===== src/rtl/dbg_irq_xpndr.sv =====
module dbg_irq_xpndr #(
  parameter int          NSRC     = 16,
  parameter int          AW       = 3,
  parameter logic [15:0] VERSION  = 16'h0102,
  parameter logic [15:0] SRC_LOW  = 16'h0001,
  parameter logic [15:0] MASK_RST = 16'hFFFF
) (
  input  logic            clk,
  input  logic            rst_n,
  input  logic [NSRC-1:0] src_i,
  input  logic [AW-1:0]   addr,
  input  logic            rd_en,
  input  logic            wr_en,
  input  logic [15:0]     wdata,
  output logic [15:0]     rdata,
  output logic            irq_n
);

  localparam logic [AW-1:0] A_ID0  = AW'(0);
  localparam logic [AW-1:0] A_ID1  = AW'(1);
  localparam logic [AW-1:0] A_ID2  = AW'(2);
  localparam logic [AW-1:0] A_VER  = AW'(3);
  localparam logic [AW-1:0] A_STAT = AW'(4);
  localparam logic [AW-1:0] A_MASK = AW'(5);
  localparam logic [AW-1:0] A_CLR  = AW'(6);
  localparam int            PAD    = 16 - NSRC;

  logic [NSRC-1:0] sync1_q, sync2_q, status_q, mask_q, clr_q;
  logic [15:0]     status_w, mask_w, clr_w;

  always_ff @(posedge clk or negedge rst_n) begin
    if (!rst_n) begin
      sync1_q <= '0;
      sync2_q <= '0;
    end else begin
      sync1_q <= src_i ^ SRC_LOW[NSRC-1:0];
      sync2_q <= sync1_q;
    end
  end

  always_ff @(posedge clk or negedge rst_n) begin
    if (!rst_n) status_q <= '0;
    else        status_q <= (status_q | sync2_q) & ~clr_q;
  end

  always_ff @(posedge clk or negedge rst_n) begin
    if (!rst_n) begin
      mask_q <= MASK_RST[NSRC-1:0];
      clr_q  <= '0;
    end else if (wr_en) begin
      if (addr == A_MASK) mask_q <= wdata[NSRC-1:0];
      if (addr == A_CLR)  clr_q  <= wdata[NSRC-1:0];
    end
  end

  generate
    if (PAD > 0) begin : g_pad
      assign status_w = {{PAD{1'b0}}, status_q};
      assign mask_w   = {{PAD{1'b0}}, mask_q};
      assign clr_w    = {{PAD{1'b0}}, clr_q};
    end else begin : g_full
      assign status_w = status_q;
      assign mask_w   = mask_q;
      assign clr_w    = clr_q;
    end
  endgenerate

  always_comb begin
    rdata = 16'h0000;
    if (rd_en) begin
      case (addr)
        A_ID0:   rdata = 16'hAAAA;
        A_ID1:   rdata = 16'h5555;
        A_ID2:   rdata = 16'hCAFE;
        A_VER:   rdata = VERSION;
        A_STAT:  rdata = status_w;
        A_MASK:  rdata = mask_w;
        A_CLR:   rdata = clr_w;
        default: rdata = 16'h0000;
      endcase
    end
  end

  assign irq_n = ~|(status_q & ~mask_q);

endmodule


===== config.mk =====
export PLATFORM = sky130hd
export DESIGN_NAME = dbg_irq_xpndr
export DESIGN_NICKNAME = d
export VERILOG_FILES = /design/src/rtl/dbg_irq_xpndr.sv
export SDC_FILE = /design/constraint.sdc
export NUM_CORES = 1
export LEC_CHECK = 0
export ABC_AREA = 1
export BUFFER_PORTS_ARGS = -buffer_cell sky130_fd_sc_hd__buf_2
export CORE_ASPECT_RATIO = 0.7
export CORE_MARGIN = 2
export CORE_UTILIZATION = 30
export DETAILED_ROUTE_END_ITERATION = 10
export GPL_TIMING_DRIVEN = 0
export HOLD_SLACK_MARGIN = 0.08
export PLACE_DENSITY_LB_ADDON = 0.2
export REMOVE_ABC_BUFFERS = 1
export SKIP_LAST_GASP = 1
export SLEW_MARGIN = 10
export SYNTH_ARGS = -nofsm -noshare
export SYNTH_HDL_FRONTEND = slang
export SYNTH_SLANG_ARGS = --single-unit
export TNS_END_PERCENT = 30

===== constraint.sdc =====
create_clock -name clk -period 3 [get_ports clk]
set_input_delay 0.6 -clock clk [delete_from_list [all_inputs] [get_ports clk]]
set_output_delay 0.6 -clock clk [all_outputs]
set_load 0.01 [all_outputs]

; ---- Word-level counts from Yosys, hierarchy flattened
; Cells that the tools add are included.
[classes]
n_reduce_logical = 5
muxes = 2
eq_ne = 6
n_bitwise = 6
[ops]
columns = operator, count
row1 = one-hot mux 16 bit (7 select lines), 1
row2 = AND 16 bit, 2
row3 = NOT 16 bit, 2
row4 = 2-to-1 mux 16 bit, 1
row5 = OR 16 bit, 1
row6 = OR reduction 16 bit, 1
row7 = "equality test 3 bit, second input constant", 3
row8 = "equality test 3 x 2 -> 1 bit, second input constant", 2
row9 = AND reduction 2 bit, 2
row10 = "equality test 3 x 1 -> 1 bit, second input constant", 1
row11 = logical NOT 3 bit, 1
row12 = logical NOT 1 bit, 1
row13 = NOT 1 bit, 1
[totals]
in_bits = 39
out_inout_bits = 17
elab_cells = 24
reg_bits = 80

; ---- Longest topological paths before layout
[logic_depth]
depth_word = 4
depth_mapped = 8
depth_no_buf = 7

; ---- Worst setup path after synthesis
; No wires, ideal clock.
[synth_timing]
path_kind = input port to output port
start = input port addr[2]
end = output port rdata[10]
path_slack_ns = 0.973
t_required_ns = 2.400
path_stages = 8
n_path_buf = 2
arrival_ns = 1.427
cell_sequence = buf_2 > nand2_2 > nor2_4 > buf_4 > nand2_1 > nand2_1 > nor2_1 > nor2_1
[synth_between]
elab_chain_len = 3
word_cells_on_any_way = 9
classes_between = eq/ne: 6 / mux: 2 / reduce/logical: 1
[synth_lines]
columns = element, line_no
row1 = "start, declared", 11  ; input logic [AW-1:0] addr,
row2 = "equality test 3 bit, or another cell as far along", 71  ; case (addr)
row3 = one-hot mux 16 bit (7 select lines) (*), 71
row4 = 2-to-1 mux 16 bit (*), 70  ; if (rd_en) begin
row5 = "end, declared", 15  ; output logic [15:0] rdata,
; Mark *: on every way between the ends. The rest lies on a longest branch, timed or not.

; ---- Worst setup path after layout
[layout_timing]
start = input port addr[2]
end = output port rdata[14]
; Same word-level chain as after synthesis.

==> run summary <==
Status: finished, final reports clean
PortBufs: 55
Clk sinks: 80
Clock latency on the worst-skew pair: 0.34 ns
Synthesis-to-layout area growth: 22.3%
Worst setup EP type: output port
Via Count: 2484
Remaining global-route overflow: 0
Setup TNS: 0 ns
Cell taking the most area after synthesis: dfrtp_1
Max_slew headroom: 28.1%
Total Routing Usage GR: 14.2%
Max cap viols: 0
WP buf/inv: 2
DRT Pass-1 Iters: 4
Share of cells above drive strength 1: 21.2%
Largest net degree at the start of global routing: 65
Async SR Flop Fraction: 100%
CTS tree: done
Switch Pwr: 738 uW
Ant. Diodes: 0
Row count: 31
Fin cells: 562
CTS root buffer: clkbuf_16
Top Ports: 56
Post-synth top cells: nand2_1 (92), dfrtp_1 (64), nor2_1 (55)
Yosys Warn Count: 0
Fin Hold WS: 0.125 ns
Hold-fix buffers at CTS: 0
R2r setup slk: 2.19 ns
Hold WC Path Type: input port to asynchronous set/reset pin
Post-CTS resize count: 0
Slew @ Worst Pin: 1.08 ns
Leakage: 0.00206 uW
Multi-input logic area: 992 um2
Mapped Avg Cell Area: 8.78 um2
Setup Fix Bufs, Post-CTS: 0
Antenna-violating nets left: 0
Clock-pin transition on the worst setup and hold timing paths: 0.06 ns
Die H: 91.3 um
Pwr dens: 735 mW/mm2
Core Area: 0.0105 mm2
FF-to-FF End: mask_q[14]$_DFFE_PN1P_
Detailed Route WL: 7.67 mm
Setup violators final: 0
Die width: 129 um
Cts bufs inserted: 9
Main flop type after synthesis: dfrtp_1
Vias in the first global route: 2381
Comb power frac: 11.7%
Routability congestion estimate: 0.719
Register area: 0.00202 mm2
Critical Path Max Stage Delay: 0.42 ns
Starting Density: 31.2%
Setup crit start kind: input port
First-pass GRT wire length: 12.5 mm
CP Data Arrival Time: 2.09 ns
Cell area after synthesis: 0.00327 mm2
Main area contributors after synthesis: dfrtp_1 (49%), dfstp_2 (13%), nand2_1 (11%)
Yosys top cell area share: 49.0%
Worst Setup Path Type: input port to output port
Worst path top cell family by delay: simple AND/OR/NAND/NOR gates
FF-to-FF Start: mask_q[14]$_DFFE_PN1P_
Die area: 0.0117 mm2
Max Transition Viols Final: 0
H-Tree Depth: 3
Drc violations: 0
Seq/Total Area, Yosys: 61.9%
Worst Skew: 0.00497 ns
Top-count cell post-synth: nand2_1
Final hold violations: 0
Initial antenna violation count: 0
RSZ-0062 raised after global routing: false
Clk pwr share: 41.4%
Crit share post-route: 89.5%
Maximum vdd ir drop: 0.000310 V
Initial DRC count: 200
Crit path cell chain: buf_2, nand2_2, nor2_4, nand2_1, nand2_1, nor2_1, nor2_1, buf_2
Post-placement cell count: 546
Netlist cell types: 18
Minimum clock period: 2.69 ns
Worst Path Required: 2.40 ns
CTS max path bufs: 2
Post-synth EDFFs: 0
Gate Count Post-Synth: 372
Yosys reg bits: 80
Slowest CP cell: buf_2
FILL cells: 1071
WL/cell: 13.6 um
Final core utilization: 38.1%
Final net count: 464
FMAX: 372 MHz
Reg2reg path depth: 2
Reg power frac: 46.9%
Pint: 2200 uW
Post-DP HPWL: 5.03 mm
Sw Share: 25.1%
Via/cell ratio: 4.42
Worst-path fanout max: 26
[power groups by stage]
stage	Combinational (uW)	Sequential, uW	Clock (uW)
final	343	1380	1220
after global routing	404	1400	1300
after CTS	352	1380	1250
after detailed placement	351	1390	0
after global placement	337	1390	0
after floorplan	219	1360	0
[cell families (layout without fill, tap and decap cells)]
| kind of cell | Yosys count | after routing | share of synthesized area [%] |
|---|---|---|---|
| AO/OA/AOI/OAI | 47 | 47 | 7.20 |
| buffers and inverters | 61 | 119 | 7.70 |
| flip-flops | 80 | 80 | 61.9 |
| AND/OR/NAND/NOR | 184 | 184 | 23.2 |
[per-stage QoR]
step	total power, uW	setup slack, ns	area, um2
floorplan	1580	1.10	3190
global placement	1730	0.269	3630
detailed placement	1750	0.286	3660
CTS	2980	0.282	4000
global route	3110	0.118	4000
finish	2940	0.315	4000
[layer usage]
metal / global-route usage (%) / routed length [um]
met5: 0 / 0
met2: 20.0 / 3300
met4: 5.16 / 81
met1: 20.0 / 3780
met3: 5.07 / 503
[worst max path at each step]
stage	start	to	slack, ns	depth (start not counted)
global placement	addr[2]	rdata[14]	0.27	8
finish	addr[2]	rdata[14]	0.31	8
floorplan	addr[0]	rdata[14]	1.10	5
global route	addr[2]	rdata[2]	0.12	8
CTS	addr[2]	rdata[14]	0.28	8
detailed placement	addr[2]	rdata[14]	0.29	8
[sequential cells by signal, indices dropped and copies added (netlist names)]
signal,cells
mask_q,16
status_q,16
sync1_q,16
clr_q,16
sync2_q,16
[cell usage in the layout (no fill, tap or decap)]
master     instances
nand2_1           92
dfrtp_1           64
nor2_1            55
buf_2             54
inv_1             47
o21ai_1           26
nand3_1           25
dfstp_2           16
o21ai_0           15
clkbuf_16          9
nand4_1            7
a21oi_1            6
clkbuf_8           3
nand2_2            2
nor2_2             2
clkbuf_1           2
bufinv_16          2
nor2_4             1
buf_4              1
buf_16             1
[area by class of cell]
class,count,share of cell area (%)
clock inverter,2,1.50
timing repair buffer,56,7.64
multi-input combinational,231,24.8
inverter,47,4.42
tap,132,4.13
sequential,80,50.6
clock buffer,14,6.86
Power figures use the tool's default switching activity.
